===== src/rtl/cc_pkg.sv =====
package cc_pkg;

  typedef enum logic [2:0] {
    CC_ADD  = 3'd0,
    CC_SUB  = 3'd1,
    CC_CMP  = 3'd2,
    CC_MCP  = 3'd3,
    CC_MULS = 3'd4,
    CC_MULU = 3'd5,
    CC_MOVE = 3'd6,
    CC_LIVE = 3'd7
  } cc_op_e;

  typedef enum logic [1:0] {
    SZ_BYTE = 2'd0,
    SZ_HALF = 2'd1,
    SZ_WORD = 2'd2,
    SZ_WIDE = 2'd3
  } cc_size_e;

  localparam int unsigned BIT_C = 0;
  localparam int unsigned BIT_V = 1;
  localparam int unsigned BIT_Z = 2;
  localparam int unsigned BIT_N = 3;
  localparam int unsigned BIT_X = 4;
  localparam int unsigned BIT_R = 8;

  typedef struct packed {
    logic n;
    logic z;
    logic v;
    logic c;
    logic r;
  } cc_flags_t;

endpackage


===== src/rtl/cc_arith_flags.sv =====
module cc_arith_flags
  import cc_pkg::*;
#(
  parameter int unsigned DATA_W = 32
) (
  input  cc_op_e            op,
  input  cc_size_e          size,
  input  logic [DATA_W-1:0] src,
  input  logic [DATA_W-1:0] dst,
  input  logic [DATA_W-1:0] res,
  output cc_flags_t         flags
);
  localparam int unsigned IDX_W = $clog2(DATA_W);

  logic              invert;
  logic [DATA_W-1:0] src_eff;
  logic [IDX_W-1:0]  sb;
  logic [DATA_W-1:0] zmask;
  logic              s_sign, d_sign, r_sign, r_zero, carry;

  always_comb begin
    invert  = (op == CC_SUB) || (op == CC_CMP);
    src_eff = invert ? ~src : src;
    unique case (size)
      SZ_BYTE: begin sb = IDX_W'(7);  zmask = DATA_W'(8'hFF);    end
      SZ_HALF: begin sb = IDX_W'(15); zmask = DATA_W'(16'hFFFF); end
      default: begin sb = IDX_W'(DATA_W-1); zmask = '1;          end
    endcase
    s_sign = src_eff[sb];
    d_sign = dst[sb];
    r_sign = res[sb];
    r_zero = ((res & zmask) == '0);

    flags = '0;
    carry = 1'b0;
    if (r_sign) begin
      flags.n = 1'b1;
      if (!s_sign && !d_sign) flags.v = 1'b1;
      else if (s_sign && d_sign) carry = 1'b1;
    end else begin
      flags.z = r_zero;
      flags.v = s_sign && d_sign;
      carry   = s_sign || d_sign;
    end
    if (invert) carry = ~carry;
    if (op == CC_MCP) flags.r = carry;
    else              flags.c = carry;
  end
endmodule


===== src/rtl/cc_move_flags.sv =====
module cc_move_flags
  import cc_pkg::*;
#(
  parameter int unsigned DATA_W = 32
) (
  input  cc_size_e          size,
  input  logic [DATA_W-1:0] res,
  output cc_flags_t         flags
);
  localparam int unsigned IDX_W = $clog2(DATA_W);

  logic [IDX_W-1:0]  sb;
  logic [DATA_W-1:0] zmask;

  always_comb begin
    unique case (size)
      SZ_BYTE: begin sb = IDX_W'(7);  zmask = DATA_W'(8'hFF);    end
      SZ_HALF: begin sb = IDX_W'(15); zmask = DATA_W'(16'hFFFF); end
      default: begin sb = IDX_W'(DATA_W-1); zmask = '1;          end
    endcase
    flags   = '0;
    flags.n = res[sb];
    flags.z = !res[sb] && ((res & zmask) == '0);
  end
endmodule


===== src/rtl/cc_mul_flags.sv =====
module cc_mul_flags
  import cc_pkg::*;
#(
  parameter int unsigned DATA_W = 32
) (
  input  logic              is_signed,
  input  logic [DATA_W-1:0] hi,
  input  logic [DATA_W-1:0] res,
  output cc_flags_t         flags
);
  localparam int unsigned PROD_W = 2 * DATA_W;

  logic [PROD_W-1:0] prod;

  always_comb begin
    prod    = {hi, res};
    flags   = '0;
    flags.z = (prod == '0);
    flags.n = prod[PROD_W-1];
    if (is_signed) flags.v = (hi != {DATA_W{res[DATA_W-1]}});
    else           flags.v = (hi != '0);
  end
endmodule


===== src/rtl/cc_merge.sv =====
module cc_merge
  import cc_pkg::*;
#(
  parameter int unsigned ST_W = 32
) (
  input  cc_flags_t       flags,
  input  logic            x_flag,
  input  logic [ST_W-1:0] flag_mask,
  input  logic [ST_W-1:0] ccs_in,
  output logic [ST_W-1:0] ccs_new
);
  logic [ST_W-1:0] wmask;
  logic [ST_W-1:0] fvec;

  always_comb begin
    fvec        = '0;
    fvec[BIT_N] = flags.n;
    fvec[BIT_Z] = flags.z;
    fvec[BIT_V] = flags.v;
    fvec[BIT_C] = flags.c;
    fvec[BIT_R] = flags.r;
    wmask        = flag_mask;
    wmask[BIT_X] = 1'b1;
    if (x_flag && flags.z) wmask[BIT_Z] = 1'b0;
  end

  for (genvar i = 0; i < ST_W; i++) begin : g_bit
    assign ccs_new[i] = wmask[i] ? fvec[i] : ccs_in[i];
  end
endmodule


===== src/rtl/cc_eval.sv =====
module cc_eval
  import cc_pkg::*;
#(
  parameter int unsigned DATA_W = 32,
  parameter int unsigned ST_W   = 32
) (
  input  logic              clk,
  input  logic              rst_n,
  input  logic              in_valid,
  input  logic [2:0]        op,
  input  logic [1:0]        size,
  input  logic [DATA_W-1:0] src,
  input  logic [DATA_W-1:0] dst,
  input  logic [DATA_W-1:0] res,
  input  logic [DATA_W-1:0] hi,
  input  logic [ST_W-1:0]   flag_mask,
  input  logic              x_flag,
  input  logic [ST_W-1:0]   ccs_in,
  output logic              out_valid,
  output logic [ST_W-1:0]   ccs_out
);
  cc_op_e          op_e;
  cc_size_e        size_e;
  cc_flags_t       arith_f, move_f, mul_f, sel_f;
  logic [ST_W-1:0] merged;
  logic [ST_W-1:0] ccs_next;
  logic            valid_next;
  logic            ccs_en;

  assign op_e   = cc_op_e'(op);
  assign size_e = cc_size_e'(size);

  cc_arith_flags #(.DATA_W(DATA_W)) u_arith (
    .op(op_e), .size(size_e), .src(src), .dst(dst), .res(res), .flags(arith_f)
  );

  cc_move_flags #(.DATA_W(DATA_W)) u_move (
    .size(size_e), .res(res), .flags(move_f)
  );

  cc_mul_flags #(.DATA_W(DATA_W)) u_mul (
    .is_signed(op_e == CC_MULS), .hi(hi), .res(res), .flags(mul_f)
  );

  cc_merge #(.ST_W(ST_W)) u_merge (
    .flags(sel_f), .x_flag(x_flag), .flag_mask(flag_mask),
    .ccs_in(ccs_in), .ccs_new(merged)
  );

  always_comb begin
    unique case (op_e)
      CC_ADD, CC_SUB, CC_CMP, CC_MCP: sel_f = arith_f;
      CC_MULS, CC_MULU:               sel_f = mul_f;
      CC_MOVE:                        sel_f = move_f;
      default:                        sel_f = '0;
    endcase
    ccs_next   = (op_e == CC_LIVE) ? ccs_in : merged;
    ccs_en     = in_valid;
    valid_next = in_valid;
  end

  always_ff @(posedge clk or negedge rst_n) begin
    if (!rst_n) begin
      ccs_out   <= '0;
      out_valid <= 1'b0;
    end else begin
      out_valid <= valid_next;
      if (ccs_en) ccs_out <= ccs_next;
    end
  end


  valid_follow_chk: assert property (@(posedge clk) disable iff (!rst_n)
    in_valid |=> out_valid);


  idle_hold_chk: assert property (@(posedge clk) disable iff (!rst_n)
    !in_valid |=> $stable(ccs_out));


  live_pass_chk: assert property (@(posedge clk) disable iff (!rst_n)
    (in_valid && op == 3'd7) |=> (ccs_out == $past(ccs_in)));


  x_clear_chk: assert property (@(posedge clk) disable iff (!rst_n)
    (in_valid && op != 3'd7) |=> !ccs_out[BIT_X]);


  z_hold_chk: assert property (@(posedge clk) disable iff (!rst_n)
    (in_valid && op != 3'd7 && x_flag && !ccs_in[BIT_Z]) |=> !ccs_out[BIT_Z]);


  unmasked_keep_chk: assert property (@(posedge clk) disable iff (!rst_n)
    (in_valid && op != 3'd7) |=>
      (((ccs_out ^ $past(ccs_in)) & ~($past(flag_mask) | (ST_W'(1) << BIT_X))) == '0));
endmodule


===== config.mk =====
export PLATFORM = sky130hd
export DESIGN_NAME = cc_eval
export DESIGN_NICKNAME = d
export VERILOG_FILES = /design/src/rtl/cc_pkg.sv /design/src/rtl/cc_arith_flags.sv /design/src/rtl/cc_move_flags.sv /design/src/rtl/cc_mul_flags.sv /design/src/rtl/cc_merge.sv /design/src/rtl/cc_eval.sv
export SDC_FILE = /design/constraint.sdc
export NUM_CORES = 1
export LEC_CHECK = 0
export CORE_MARGIN = 4
export CORE_UTILIZATION = 30
export DETAILED_ROUTE_END_ITERATION = 7
export GPL_TIMING_DRIVEN = 1
export PLACE_DENSITY = 0.86
export SYNTH_ARGS = -nofsm -noshare
export SYNTH_HDL_FRONTEND = slang
export SYNTH_SLANG_ARGS = --single-unit

===== constraint.sdc =====
create_clock -name clk -period 1.65 [get_ports clk]
set_clock_uncertainty 0.05 [all_clocks]
set_input_delay 0.2475 -clock clk [delete_from_list [all_inputs] [get_ports clk]]
set_output_delay 0.2475 -clock clk [all_outputs]
set_load 0.05 [all_outputs]

==> flow_metrics.tcl, run 1 <==
set metrics [dict create \
    synth_nets 459 \
    clock_latency_ps 270 \
    wl_um 8210 \
    synth_edf_count 0 \
    antenna_cells 0 \
    clk_pin_slew_ps 70 \
    die_area_sq_mm 0.008122 \
    fin_area_sq_mm 0.004169 \
    top_layer "met4" \
    antenna_found_initial 0 \
    path_cells "clkdlybuf4s50_1 -> mux2i_2 -> buf_4 -> a211o_1 -> and4_1 -> o21ai_1 -> a31oi_1" \
    cts_tree "done" \
    die_h_um 90.12 \
    grt_pass1_wl_um 12510 \
    peakVddDrop_v 0.0004097 \
    yosysUniqueCellTypes 38 \
    cts_num_sinks 33 \
    dr.first_iter.drc_count 54 \
    place.gp.congestion 0.8197 \
    power_density_mw_per_mm2 618.9 \
    h-tree-depth 2 \
    core_sq_mm 0.006459 \
    rows 29 \
    max_slew_margin_pct 69.31 \
    dr_wl_met3_um 674 \
    cap_violations 0 \
    worst_pin_slew_ps 457.2 \
    wl_per_cell_um 15.35 \
    grt_pass1_vias 2751 \
    post-route-drc-count 0 \
    finalSetupTns_ps 0 \
    area_growth_pct 106.1 \
    crit_slowest_cell "clkdlybuf4s50_1" \
    layout.nets 658 \
    endpoint_kind "flop" \
    die_x_um 90.12 \
    grt_max_degree 41 \
    grt_usage_pct 18.54 \
    hold_class "input pin to flop" \
    crit_path_start_kind "input pin" \
    viasPerCell 4.959 \
    vias 2653 \
    critPathMaxFanout 3 \
    pin_count 234 \
    met1Wirelength_um 3036 \
    cts_buffers 5 \
    critPathMaxStageDelay_ps 480 \
    synth-async-reset-ratio_pct 100.0 \
    start_util_pct 31.33 \
    ant_nets 0 \
    cts_hold_buf 0 \
    finalCriticalPeriod_ps 1633 \
    synth.ff_latch_count 33 \
    dp_hpwl_um 6624 \
    grt_overflow 0 \
    post-route-period-util_pct 98.97 \
    routed-wl-met2_um 4379 \
    synth.yosys.seq_area_share_pct 40.82 \
    root_buffer "clkbuf_8" \
    firstDrtPassIters 4 \
    clockBufferDepth 2 \
    netlist_instances 258 \
    finalHoldViolCount 0 \
    cp_data_required_time_ps 1750 \
    synth_warnings 0 \
    fmaxAchievable_mhz 612.4 \
    leakage_nw 2.122 \
    syn_area_per_cell_sq_um 7.842 \
    setup_violations 0 \
    worst-endpoint-arrival_ps 1730 \
    synth_ff_type "dfrtp_1" \
    crit_type "input pin to flop" \
    drive_above_1_share_pct 24.02 \
    fillers 546 \
    status "complete, no violations" \
    placed_cell_area_sq_mm 0.003921 \
    netlist_area_sq_mm 0.002023 \
    slew_viol_final 0 \
    place.port_buffers 174 \
]
-- per-stage QoR --
| step | power, mW | worst slack (ps) | hold WS (ps) | cells | util, % |
|---|---|---|---|---|---|
| 2_1_floorplan | 1.408 | 97.81 | -98.09 | 258 | - |
| 3_3_place_gp | 1.984 | -443.8 | 451.7 | 523 | 60.71 |
| 3_5_place_dp | 2.008 | -502.7 | 459.4 | 523 | 60.71 |
| 4_1_cts | 2.593 | -50.43 | 218.1 | 531 | 62.20 |
| 5_1_grt | 2.728 | -21.87 | 226.5 | 535 | 64.55 |
| 6_report | 2.580 | 17.00 | 224.8 | 535 | 64.55 |
-- cells in the mapped netlist (all sizes together), types with 2 or more instances --
cell type	n	area [sq um]
mux2	3	33.78
o21ai	37	185.2
mux2i	3	42.54
a21oi	6	30.03
nand2	38	142.6
nand3	30	150.1
buf	9	52.54
inv	31	116.4
nor4	17	106.4
nor2b	5	31.28
o31ai	2	15.01
and4	3	26.28
dfrtp	33	825.8
a31oi	3	18.77
o22ai	2	12.51
nor2	6	22.52
nor3	2	10.01
clkbuf	4	15.01
nand4	9	56.30
-- per-layer routing --
metal	global-route usage (%)	up-vias
li1	-	1309
met1	18.88	1212
met3	5.843	8
met2	36.34	124
met4	4.337	0
met5	0	-
-- power breakdown --
group          switching [mW]  internal (mW)  leakage [nW]  total (mW)
Clock                   0.293          0.291        0.0439       0.584
Combinational           0.567          0.506          1.66        1.07
Sequential             0.0401          0.883         0.421       0.923
Total                   0.901           1.68          2.12        2.58
-- final timing paths --
path / from / endpoint / slack, ps / cells after the start
worst max register to register: ccs_out[0] / ccs_out[0] / 730 / 3
worst min register to register: ccs_out[14] / ccs_out[14] / 480 / 2
worst max-delay path: src[15] / ccs_out[1] / 20 / 7
worst min-delay path: in_valid / out_valid / 220 / 1
max in group asynchronous: rst_n / ccs_out[22] / 910 / 2
min in group asynchronous: rst_n / ccs_out[14] / 330 / 2
-- final cells by class --
cell class                 count  area (sq um)  share of cell area, %
timing repair buffer         205          1917                  45.98
multi-input combinational    181          1127                  27.04
sequential                    33         825.8                  19.81
inverter                      31         116.4                  2.791
tap                           77         96.34                  2.311
clock buffer                   5         68.82                  1.651
clock inverter                 3         17.52                 0.4202
-- cell families (layout without fill, tap and decap cells) --
kind of cell	count (synthesis)	after routing	share of synthesized area [%]
DFF	33	33	40.82
and+or+nand+nor	113	113	27.95
buffers and inverters	44	244	9.090
xor gates and xnor gates	1	1	0.4330
AOI/OAI and AO/OA	60	60	17.44
adders and majority gates	1	1	0.4948
muxes	6	6	3.772
-- placed cells by master (no fill, tap or decap), types with 2 or more instances in the layout --
cell type and instances:
clkdlybuf4s50_1 77, buf_4 62, nand2_1 36, dlymetal6s2s_1 34, o21ai_0 33, dfrtp_1 33
inv_1 31, nand3_1 29, dlygate4sd2_1 13, clkbuf_2 11, nor4_2 9, nand4_1 9
nor4_1 8, nor2_1 6, a21oi_1 6, nor2b_1 5, clkbuf_8 5, clkdlybuf4s15_1 5
o21ai_1 4, a31oi_1 3, and4_1 3, mux2_4 2, o22ai_1 2, nand2_2 2
clkinv_2 2
-- state kept, by name (all words and copies together) (netlist names) --
register / flops
out_valid: 1
ccs_out: 32
-- critical path: cells and delay by family --
| kind | cells | cell delay, ps |
|---|---|---|
| simple gates | 1 | 210 |
| buf+inv | 2 | 630 |
| mux | 1 | 90 |
| compound gates | 3 | 540 |
-- timing repair --
item	in CTS	in global routing
setup buffers	0	4
gates resized for setup	36	79
pin swaps	20	25
endpoints found under the setup margin	18	8
(Power assumes the default switching activity.)
==> run 2, diff against run 1 <==
--- a/config.mk
+++ b/config.mk
@@ -6,10 +6,10 @@
 export NUM_CORES = 1
 export LEC_CHECK = 0
 export CORE_MARGIN = 4
-export CORE_UTILIZATION = 30
+export CORE_UTILIZATION = 27
 export DETAILED_ROUTE_END_ITERATION = 7
 export GPL_TIMING_DRIVEN = 1
-export PLACE_DENSITY = 0.86
+export PLACE_DENSITY = 0.78
 export SYNTH_ARGS = -nofsm -noshare
 export SYNTH_HDL_FRONTEND = slang
 export SYNTH_SLANG_ARGS = --single-unit
==> constraint.sdc (replaced) <==
create_clock -name clk -period 1.6 [get_ports clk]
set_clock_uncertainty 0.05 [all_clocks]
set_input_delay 0.24 -clock clk [delete_from_list [all_inputs] [get_ports clk]]
set_output_delay 0.24 -clock clk [all_outputs]
set_load 0.05 [all_outputs]
==> run 2 against run 1 <==
  * Via count increased by 0.45%
  * Cell area up 1.8%
  * Final cell count rose by 4.1%
  * Setup slack better by 4.3 ps
  * Register-to-register slack got worse by 40 ps
  * First-iteration DRC count fell by 9.3%
  * Sequential share of layout area fell by 0.36 points
  * Non-clock buffer count shrank 1
  * Combinational power hardly changed
  * Wire length shrank 1.9%
  * Critical path type unchanged
==> flow_metrics.tcl, run 2 (synthesis results as in run 1) <==
set metrics [dict create \
    cp_data_required_time_ps 1740 \
    fin_area_sq_mm 0.004245 \
    power_frac_comb_pct 38.6 \
    endpoint_kind "flop" \
    layout.nets 658 \
    preCtsSetupSlack_ps -555.5 \
    finalCriticalPeriod_ps 1579 \
    status "complete, no violations" \
    cts_hold_buf 0 \
    area_growth_pct 109.8 \
    dr.first_iter.drc_count 49 \
    ant_nets 0 \
    grt_overflow 0 \
    grt_pass1_vias 2698 \
    clk_pin_slew_ps 70 \
    final_cell_mix "clkdlybuf4s50_1, buf_4, nand2_1" \
    die_x_um 94.57 \
    p_int_mw 1.933 \
    power_density_mw_per_mm2 671.0 \
    rsz0062_at_grt "yes" \
    die_area_sq_mm 0.008943 \
    root_buffer "clkbuf_8" \
    hold_class "input pin to async pin" \
    start_util_pct 27.89 \
    viasPerCell 4.785 \
    pwr-share-clk_pct 28.1 \
    antenna_found_initial 0 \
    slew_viol_final 0 \
    rr_endpoint "ccs_out[0]" \
    clockBufferDepth 2 \
    place.port_buffers 174 \
    cap_violations 0 \
    switching_share_pct 32.13 \
    critPathMaxFanout 2 \
    wl_per_cell_um 14.45 \
    r2r_cells 3 \
    wl_um 8050 \
    firstDrtPassIters 4 \
    h-tree-depth 2 \
    worst-endpoint-arrival_ps 1720 \
    grt_usage_pct 16.89 \
    rows 31 \
    post-route-period-util_pct 98.67 \
    placed_cell_area_sq_mm 0.003934 \
    antenna_cells 0 \
    cts_tree "done" \
    largest_register_ffs 32 \
    crit_path_start_kind "input pin" \
    clock_latency_ps 270 \
    grt_pass1_wl_um 12080 \
    drive_above_1_share_pct 22.05 \
    max_slew_margin_pct 71.49 \
    fin_ws_ps 21.32 \
    rrSetupSlack_ps 690 \
    cts_buffers 5 \
    vias 2665 \
    setup_violations 0 \
    reg_top3 "ccs_out: 32 flops, out_valid: 1 flops" \
    finalHoldViolCount 0 \
    place.gp.congestion 0.8130 \
    whs_ps 312.2 \
    fmaxAchievable_mhz 633.4 \
    peakVddDrop_v 0.0003303 \
    grt_max_degree 48 \
    dp_hpwl_um 6473 \
    leakage_nw 2.055 \
    regMostFlops "ccs_out" \
    r2r_start "ccs_out[0]" \
    p_sw_uw 915.3 \
    core_sq_mm 0.007253 \
    final_common_cell "clkdlybuf4s50_1" \
    worst_pin_slew_ps 427.6 \
    crit_type "input pin to flop" \
    die_h_um 94.57 \
    cts_num_sinks 33 \
    seqPwrFrac_pct 33.3 \
    pin_count 234 \
    post-route-drc-count 0 \
]
## run 2: cell type report
cell class	count	area, sq um
clock inverter	1	30.03
inverter	31	116.4
tap	99	123.9
fill	667	3008
multi-input combinational	182	1160
timing repair buffer	204	1903
clock buffer	7	86.33
sequential	33	825.8
## run 2: critical path, cell delays in order
cell,delay (ps)
dlygate4sd2_1,260
nor4_4,280
nand2_1,110
or2_0,240
o311a_1,340
o32ai_2,250
## run 2: metal layers
layer  vias up  share of wire [%]  wire length, um  global-route usage [%]
li1       1314                  -                -                       -
met1      1225                 37             2997                   18.30
met2       116                 52             4165                   31.32
met3        10                9.4              756                   5.339
met4         0                1.6              129                   4.928
met5         -                  0                0                       0
## run 2: metrics by stage
stage | TNS, ps | cells | power, mW | util (%)
2_1_floorplan | 0 | 258 | 1.452 | -
3_3_place_gp | -5010 | 543 | 2.039 | 54.23
3_5_place_dp | -5664 | 543 | 2.059 | 54.23
4_1_cts | -66.99 | 554 | 2.854 | 56.20
5_1_grt | -48.89 | 557 | 2.999 | 58.53
6_report | 0 | 557 | 2.849 | 58.53
## run 2: worst max-delay path by stage
stage / end / slack [ps] / cells past startpoint / startpoint
floorplan: ccs_out[2] / 60 / 5 / res[15]
global placement: ccs_out[0] / -500 / 7 / size[0]
detailed placement: ccs_out[0] / -560 / 7 / size[0]
CTS: ccs_out[1] / -40 / 7 / src[7]
global route: ccs_out[2] / -40 / 6 / res[12]
finish: ccs_out[2] / 20 / 6 / res[12]
## run 2: what timing repair did
item,in CTS,in global routing
cloned,1,0
resized for setup,52,48
pin swaps,24,33
endpoints found under the setup margin,5,5
buffers inserted,2,3
## run 2: power groups by stage
stage                     clock (mW)  sequential [mW]  combinational, mW
final                          0.799            0.950               1.10
after global routing           0.857            0.959               1.18
after CTS                      0.826            0.950               1.08
after detailed placement           0            0.965               1.09
after global placement             0            0.961               1.08
after floorplan                    0             1.24              0.217
